--- config.mk ---
export PLATFORM = sky130hd
export DESIGN_NAME = shared_mul_unit
export DESIGN_NICKNAME = d
export VERILOG_FILES = /design/src/rtl/shmul_pkg.sv /design/src/rtl/shmul_arb.sv /design/src/rtl/shmul_ctrl.sv /design/src/rtl/shmul_body.sv /design/src/rtl/shared_mul_unit.sv
export SDC_FILE = /design/constraint.sdc
export NUM_CORES = 1
export LEC_CHECK = 0
export BUFFER_PORTS_ARGS = -buffer_cell sky130_fd_sc_hd__buf_2
export CAP_MARGIN = 20
export CORE_ASPECT_RATIO = 1.75
export CORE_MARGIN = 3
export CORE_UTILIZATION = 60
export CTS_BUF_LIST = sky130_fd_sc_hd__clkbuf_8
export DETAILED_ROUTE_END_ITERATION = 10
export GPL_ROUTABILITY_DRIVEN = 0
export PLACE_DENSITY = 0.82
export SLEW_MARGIN = 20
export SYNTH_ARGS = -nofsm -noshare
export SYNTH_HDL_FRONTEND = slang
export SYNTH_HIERARCHICAL = 1
export SYNTH_SLANG_ARGS = --single-unit
--- constraint.sdc ---
create_clock -name clk -period 6 [get_ports clk]
set_clock_uncertainty 0.1 [all_clocks]
set_input_delay 0.6 -clock clk [delete_from_list [all_inputs] [get_ports clk]]
set_output_delay 0.6 -clock clk [all_outputs]
set_load 0.01 [all_outputs]
--- src/rtl/shmul_pkg.sv ---
package shmul_pkg;
    parameter int unsigned CALLERS_DEF = 3;
    parameter int unsigned WIDTH_DEF   = 16;

    typedef enum logic {
        CTL_IDLE = 1'b0,
        CTL_BUSY = 1'b1
    } ctl_state_e;
endpackage

--- src/rtl/shmul_arb.sv ---
module shmul_arb #(
    parameter int unsigned NCALL = shmul_pkg::CALLERS_DEF,
    parameter int unsigned W     = shmul_pkg::WIDTH_DEF,
    localparam int unsigned IW   = (NCALL > 1) ? $clog2(NCALL) : 1
) (
    input  logic               clk,
    input  logic               rst,
    input  logic [NCALL-1:0]   call_i,
    input  logic [NCALL*W-1:0] x_i,
    input  logic [NCALL*W-1:0] y_i,
    input  logic               accept_i,
    output logic               grant_o,
    output logic [IW-1:0]      grant_idx_o,
    output logic [W-1:0]       gx_o,
    output logic [W-1:0]       gy_o
);
    typedef struct packed {
        logic [NCALL-1:0]        pend;
        logic [NCALL-1:0][W-1:0] hx;
        logic [NCALL-1:0][W-1:0] hy;
    } arb_t;

    arb_t q, d;
    logic [NCALL-1:0] req;
    logic [IW-1:0]    win;

    always_comb begin
        d   = q;
        req = q.pend | call_i;
        win = '0;
        for (int i = NCALL - 1; i >= 0; i--) begin
            if (req[i]) win = IW'(i);
        end
        grant_o     = accept_i && (req != '0);
        grant_idx_o = win;
        gx_o        = '0;
        gy_o        = '0;
        for (int i = 0; i < NCALL; i++) begin
            if (call_i[i]) begin
                d.hx[i] = x_i[i*W +: W];
                d.hy[i] = y_i[i*W +: W];
            end
            if (win == IW'(i)) begin
                gx_o = call_i[i] ? x_i[i*W +: W] : q.hx[i];
                gy_o = call_i[i] ? y_i[i*W +: W] : q.hy[i];
            end
        end
        d.pend = req;
        for (int i = 0; i < NCALL; i++) begin
            if (grant_o && win == IW'(i)) d.pend[i] = 1'b0;
        end
    end

    always_ff @(posedge clk) begin
        if (rst) q <= '0;
        else     q <= d;
    end
endmodule

--- src/rtl/shmul_ctrl.sv ---
module shmul_ctrl #(
    parameter int unsigned NCALL = shmul_pkg::CALLERS_DEF,
    localparam int unsigned IW   = (NCALL > 1) ? $clog2(NCALL) : 1
) (
    input  logic             clk,
    input  logic             rst,
    input  logic             grant_i,
    input  logic [IW-1:0]    grant_idx_i,
    input  logic             fin_i,
    output logic             accept_o,
    output logic             invoke_o,
    output logic [NCALL-1:0] done_o
);
    import shmul_pkg::*;

    typedef struct packed {
        ctl_state_e       st;
        logic [IW-1:0]    idx;
        logic [NCALL-1:0] done;
    } ctl_t;

    ctl_t q, d;

    always_comb begin
        d        = q;
        d.done   = '0;
        accept_o = (q.st == CTL_IDLE);
        invoke_o = accept_o && grant_i;
        if (invoke_o) begin
            d.st  = CTL_BUSY;
            d.idx = grant_idx_i;
        end else if (q.st == CTL_BUSY && fin_i) begin
            d.st = CTL_IDLE;
            for (int i = 0; i < NCALL; i++) begin
                if (q.idx == IW'(i)) d.done[i] = 1'b1;
            end
        end
        done_o = q.done;
    end

    always_ff @(posedge clk) begin
        if (rst) q <= '{st: CTL_IDLE, idx: '0, done: '0};
        else     q <= d;
    end
endmodule

--- src/rtl/shmul_body.sv ---
module shmul_body #(
    parameter int unsigned W = shmul_pkg::WIDTH_DEF
) (
    input  logic         clk,
    input  logic         rst,
    input  logic         load_i,
    input  logic [W-1:0] x_i,
    input  logic [W-1:0] y_i,
    output logic         fin_o,
    output logic [W-1:0] result_o
);
    typedef struct packed {
        logic [W-1:0] x;
        logic [W-1:0] y;
        logic [W-1:0] acc;
        logic         run;
        logic [W-1:0] res;
    } body_t;

    body_t q, d;
    logic [W-1:0] step_x, step_y, step_acc;

    always_comb begin
        d        = q;
        fin_o    = q.run && (q.x == '0 || q.y == '0);
        step_x   = q.x << 1;
        step_y   = q.y >> 1;
        step_acc = q.y[0] ? (q.acc + q.x) : q.acc;
        // argument mux: a new call or the loop-back of the iteration
        if (load_i) begin
            d.x   = x_i;
            d.y   = y_i;
            d.acc = '0;
            d.run = 1'b1;
        end else if (q.run) begin
            if (fin_o) begin
                d.run = 1'b0;
                d.res = q.acc;
            end else begin
                d.x   = step_x;
                d.y   = step_y;
                d.acc = step_acc;
            end
        end
        result_o = q.res;
    end

    always_ff @(posedge clk) begin
        if (rst) q <= '0;
        else     q <= d;
    end
endmodule

--- src/rtl/shared_mul_unit.sv ---
module shared_mul_unit #(
    parameter int unsigned NCALL = shmul_pkg::CALLERS_DEF,
    parameter int unsigned W     = shmul_pkg::WIDTH_DEF
) (
    input  logic               clk,
    input  logic               rst,
    input  logic [NCALL-1:0]   call_i,
    input  logic [NCALL*W-1:0] arg_x_i,
    input  logic [NCALL*W-1:0] arg_y_i,
    output logic [NCALL-1:0]   done_o,
    output logic [W-1:0]       result_o
);
    localparam int unsigned IW = (NCALL > 1) ? $clog2(NCALL) : 1;

    logic          accept, grant, invoke, fin;
    logic [IW-1:0] grant_idx;
    logic [W-1:0]  gx, gy;

    shmul_arb #(.NCALL(NCALL), .W(W)) u_arb (
        .clk(clk), .rst(rst), .call_i(call_i), .x_i(arg_x_i), .y_i(arg_y_i),
        .accept_i(accept), .grant_o(grant), .grant_idx_o(grant_idx),
        .gx_o(gx), .gy_o(gy)
    );

    shmul_ctrl #(.NCALL(NCALL)) u_ctrl (
        .clk(clk), .rst(rst), .grant_i(grant), .grant_idx_i(grant_idx),
        .fin_i(fin), .accept_o(accept), .invoke_o(invoke), .done_o(done_o)
    );

    shmul_body #(.W(W)) u_body (
        .clk(clk), .rst(rst), .load_i(invoke), .x_i(gx), .y_i(gy),
        .fin_o(fin), .result_o(result_o)
    );
endmodule

==> flow_summary.yaml, run 1 <==
run_status:
  status: "completed"
global_routing:
  grt_overflow_total: 0
  grt_usage_pct: 25.6
  antenna_found_initial: 0
  grt_pass1_vias: 6459
  grt_max_degree: 101
  grt_pass1_wl_um: 30900
drt:
  wl_um: 19400
  drc_errors: 0
  first_iter_violations: 535
  via_per_inst: 5.82
  postRouteAntennaNets: 0
  wl_per_cell_um: 16.7
  drt-pass1-iter-count: 5
  vias: 6751
final_layout:
  n_antenna_cell: 0
  final_nets: 1090
  fin_util_pct: 67.6
  drive_gt1_share_pct: 23.5
  area_delta_synth_final_pct: 9.56
placed_design:
  pre_cts_ws_ps: 1850
  io_buffers: 119
  hpwlAfterDp_um: 13900
power:
  p_clk_share_pct: 28.4
  p_sw_share_pct: 32.4
  total_power_uw: 2690
  power_density_mw_per_mm2: 296
  max-vdd-ir-drop_v: 0.000163
  p_comb_share_pct: 24.5
  p_switching_uw: 872
  p_leak_uw: 0.00417
  power_frac_seq_pct: 47.1
  intPower_uw: 1820
synth:
  synth-edff-count: 0
  synth-compound-area-share_pct: 12.1
  seq_area_frac_synth_pct: 41.0
  synth_common_cells: "dfxtp_1, nor2_1, mux2i_1"
  syn_inst: 917
  synth_area_leaders: "dfxtp_1, mux2i_1, nor2_1"
  synth_top_family_by_area: "simple AND/OR/NAND/NOR gates"
  synthArstFlopShare_pct: 0
  synthSimpleGateAreaFrac_pct: 19.3
  synthXorXnorAreaFrac_pct: 0.844
  synth_top_area_cell: "dfxtp_1"
  synth.net_count: 1034
  synthFlopType: "dfxtp_1"
  synth_area_per_cell_um2: 9.05
  synth_seq_cells: 170
  syn_area_mm2: 0.00830
  synth_cell_types: 55
  synthMuxAreaShare_pct: 18.3
  synth.most_common_cell: "dfxtp_1"
  synth_top_area_share_pct: 41.0
  synth_fa_ha_area_share_pct: 2.50
  yosysWarnings: 6
cts:
  post_cts_resized: 0
  cts_tree: "done"
  clockBufferDepth: 2
  post-cts-setup-buffers: 0
  htreeDepth: 4
  cts_buffers: 17
  root_buffer: "clkbuf_8"
  clkSlewWorstSetupHoldPaths_ps: 100
  clkLatencyLatePin_ps: 450
  clock-sinks: 170
  ctsHoldBuffers: 0
worst_setup_path:
  setup.worst_path.end_class: "flip-flop"
  start_kind: "primary input"
  crit_fanout: 35
  crit_path_cell_trace: "buf_2 > nor4_4 > buf_4 > a21boi_0 > nor2b_4 > buf_4 > a31oi_4 > buf_4 > a22oi_1 > nor2_1"
  crit_top_cell: "buf_4"
  cp_top_family: "buffers and inverters"
  cp.arrival_ps: 3920
  crit_slowest_cell: "buf_2"
  crit_required_ps: 6210
  setup.worst_path.class: "primary input to flip-flop"
  max_stage_delay_ps: 790
  critPathBufInv: 4
sta:
  period_needed_ps: 3710
  rsz0062_at_grt: "false"
  setup_violations: 0
  max_freq_ghz: 0.269
  hold_violations: 0
  postLayoutSetupSlackWorst_ps: 2290
  period_share_pct: 61.9
  maxSlewViolCount: 0
  tns_ps: 0
  relSlewSlack_pct: 27.5
  tightest_slew_ps: 1090
floorplanning:
  die_height_um: 162
  dieArea_mm2: 0.0153
  fp.dieW_um: 94.9
  rows: 56
  core_area_mm2: 0.0135
  pin_count: 120
  initial_core_util_pct: 61.7
hold_path:
  hold_path.class: "primary input to flip-flop"
flow_run:
  cap_violations: 0
## power groups by stage
stage	clock network [uW]	logic, uW	registers [uW]
final	762	659	1270
after detailed placement	0	649	1290
after global routing	825	720	1270
after global placement	0	639	1290
after floorplan	0	512	1270
after CTS	778	653	1270
## cells by family (layout without fill, tap and decap cells)
logic type | Yosys count | count (layout)
DFF | 170 | 170
xor gates and xnor gates | 8 | 8
and+or+nand+nor | 329 | 329
adders and majority gates | 16 | 16
buffers and inverters | 93 | 162
muxes | 147 | 147
AOI/OAI and AO/OA | 154 | 154
## sequential cells by signal (all words and copies together) (netlist names)
| name | count |
|---|---|
| u_body/q | 49 |
| u_ctrl/done_o | 3 |
| u_ctrl/q | 3 |
| u_arb/q | 99 |
| u_body/result_o | 16 |
## metal layers
metal  share of wire, %  global-route usage [%]  up-vias
met2                 52                    46.1      202
li1                   -                       -     3313
met1                 39                    28.4     3196
met4                3.8                    12.2        0
met5                  0                       0        -
met3                4.6                    4.24       40
## through the flow
step / area [um2] / hold WS (ps) / std cells
after global placement: 8710 / 362 / 1128
after floorplan: 8300 / 335 / 917
after global routing: 9090 / 297 / 1160
final: 9090 / 301 / 1160
after detailed placement: 8710 / 371 / 1128
after CTS: 9090 / 289 / 1160
## final timing paths
kind / start / to / slack (ps) / cells past startpoint
worst max-delay path: call_i[0] / u_body/q[48] / 2290 / 10
worst min-delay path: arg_y_i[2] / u_arb/q[2] / 300 / 3
worst max register to register: u_arb/q[97] / u_body/q[43] / 2770 / 10
worst min register to register: u_body/q[21] / u_body/q[21] / 380 / 2
## layout make-up
| class | count | area [um2] |
|---|---|---|
| fillers | 1149 | 4360 |
| inverters | 6 | 22.5 |
| repair buffers | 124 | 636 |
| well taps | 174 | 218 |
| clock buffers | 17 | 234 |
| multi-input cells | 654 | 4440 |
| flip-flops and latches | 170 | 3400 |
| clock inverters | 15 | 141 |
## cell usage in the layout, fill, tap and decap left out, types with 6 or more instances in the layout
master	count
nand3_1	36
buf_2	118
inv_1	7
nor2b_1	32
xnor2_1	6
mux2i_1	112
dfxtp_1	170
a31o_1	6
ha_1	15
o21ai_0	37
nor2_1	152
nor3_1	6
a21oi_1	47
nor4_1	11
mux2_2	35
nand2_1	24
a31o_2	28
clkbuf_8	17
buf_4	6
and3_1	37
## tightest hold or removal path, delay by kind of cell
kind          cells  cell delay (ps)
buf+inv           1               80
mux               1               70
simple gates      1               80
(Power assumes the default switching activity.)
==> inputs of run 2 (changes only) <==
--- a/config.mk
+++ b/config.mk
@@ -9,11 +9,11 @@
 export CAP_MARGIN = 20
 export CORE_ASPECT_RATIO = 1.75
 export CORE_MARGIN = 3
-export CORE_UTILIZATION = 60
+export CORE_UTILIZATION = 59
 export CTS_BUF_LIST = sky130_fd_sc_hd__clkbuf_8
 export DETAILED_ROUTE_END_ITERATION = 10
 export GPL_ROUTABILITY_DRIVEN = 0
-export PLACE_DENSITY = 0.82
+export PLACE_DENSITY = 0.81
 export SLEW_MARGIN = 20
 export SYNTH_ARGS = -nofsm -noshare
 export SYNTH_HDL_FRONTEND = slang
==> constraint.sdc (replaced) <==
create_clock -name clk -period 3.7 [get_ports clk]
set_clock_uncertainty 0.1 [all_clocks]
set_input_delay 0.37 -clock clk [delete_from_list [all_inputs] [get_ports clk]]
set_output_delay 0.37 -clock clk [all_outputs]
set_load 0.01 [all_outputs]
==> run 2 against run 1 <==
Die area rose by 1.6%. Register-to-register slack got worse by 1900 ps. Largest power group unchanged. Sequential share of layout area fell by 0.30 points. Critical endpoint is now u_body/result_o[12].
==> flow_summary.yaml, run 2 (same netlist as run 1, synthesis figures left out) <==
run_status:
  status: "completed"
sta:
  relSlewSlack_pct: 36.3
  tightest_slew_ps: 956
  max_freq_ghz: 0.355
  rsz0062_at_grt: "false"
  period_needed_ps: 2820
  setup_violations: 0
  hold_violations: 0
  period_share_pct: 76.1
  tns_ps: 0
  hold-worst-slack_ps: 71.3
  maxSlewViolCount: 0
final_layout:
  final-seq-area_mm2: 0.00340
  final_area_mm2: 0.00917
  drive_gt1_share_pct: 24.0
  n_antenna_cell: 0
  layout_common_cells: "dfxtp_1, nor2_1, buf_2"
  multiInputGateArea_mm2: 0.00443
  final_nets: 1099
  area_delta_synth_final_pct: 10.4
  layout_commonest_cell: "dfxtp_1"
  largest_register_ffs: 99
  regMostFlops: "u_arb/q"
  fin_util_pct: 67.5
  nFillCells: 1104
floorplanning:
  core_area_mm2: 0.0136
  pin_count: 120
  die_height_um: 163
  rows: 56
  fp.dieW_um: 95.7
  initial_core_util_pct: 61.1
  dieArea_mm2: 0.0156
cts:
  post_cts_resized: 0
  clkLatencyLatePin_ps: 450
  clock-sinks: 170
  root_buffer: "clkbuf_8"
  htreeDepth: 4
  cts_tree: "done"
  clockBufferDepth: 2
  clkSlewWorstSetupHoldPaths_ps: 90
  post-cts-setup-buffers: 0
  ctsHoldBuffers: 0
  cts_buffers: 17
flow_run:
  cap_violations: 0
drt:
  via_per_inst: 5.77
  wl_per_cell_um: 16.5
  wl_um: 19300
  postRouteAntennaNets: 0
  vias: 6747
  first_iter_violations: 426
  drc_errors: 0
  drt-pass1-iter-count: 4
worst_setup_path:
  reg2reg_to: "u_body/result_o[12]"
  cp.arrival_ps: 3030
  timing.rr.start: "u_body/q[38]"
  reg2reg_depth: 6
  crit_required_ps: 3910
  crit_fanout: 16
  setup.worst_path.class: "flip-flop to flip-flop"
  start_kind: "flip-flop"
  setup.worst_path.end_class: "flip-flop"
  r2r_slack_ps: 880
placed_design:
  placed_cell_area_mm2: 0.00880
  io_buffers: 119
  hpwlAfterDp_um: 13700
hold_path:
  hold_path.class: "primary input to flip-flop"
  min_path_cells: 2
  whs_endpoint: "u_body/q[59]"
  hp-start: "rst"
global_routing:
  grt_pass1_vias: 6524
  grt_usage_pct: 25.2
  grt_overflow_total: 0
  antenna_found_initial: 0
  grt_max_degree: 152
  grt_pass1_wl_um: 31000
power:
  total_power_uw: 4360
  p_leak_uw: 0.00421
  max-vdd-ir-drop_v: 0.000320
  power_density_mw_per_mm2: 475
## run 2: final cells by class
class	count	share of cell area, %
clock inverters	15	1.47
well taps	174	2.37
multi-input cells	654	48.3
clock buffers	17	2.55
flip-flops and latches	170	37.1
inverters	6	0.246
repair buffers	133	7.94
## run 2: worst max path at each step
stage                            start                  end  cells after the start
final                     u_body/q[38]  u_body/result_o[12]                      6
after global placement       call_i[1]         u_body/q[64]                      9
after detailed placement     call_i[1]         u_body/q[52]                      9
after global routing      u_body/q[51]  u_body/result_o[10]                      6
after floorplan              call_i[2]         u_body/q[44]                     11
after CTS                 u_body/q[51]  u_body/result_o[12]                      6
## run 2: worst max-delay path: stages (launching register included)
cell	delay, ps
dfxtp_1	330
nor4_1	490
nand4_1	290
a21boi_1	320
and2b_1	810
mux2i_1	280
nor2_1	60
## run 2: metrics by stage
| step | setup slack, ps | instances |
|---|---|---|
| CTS | 838 | 1169 |
| global placement | 782 | 1137 |
| finish | 884 | 1169 |
| global route | 571 | 1169 |
| detailed placement | 786 | 1137 |
| floorplan | 899 | 917 |
## run 2: report_power, final
part           internal (uW)  total [uW]  switching [uW]
Clock                    493        1230             739
Sequential              1960        2050            92.0
Combinational            453        1070             622
## run 2: layer usage
metal	up-vias	wire length (um)	part of all wire, %	track usage [%]
li1	3334	-	-	-
met1	3186	7860	41	29.5
met2	185	9980	52	44.5
met3	42	826	4.3	3.47
met4	0	649	3.4	11.3
met5	-	0	0	0
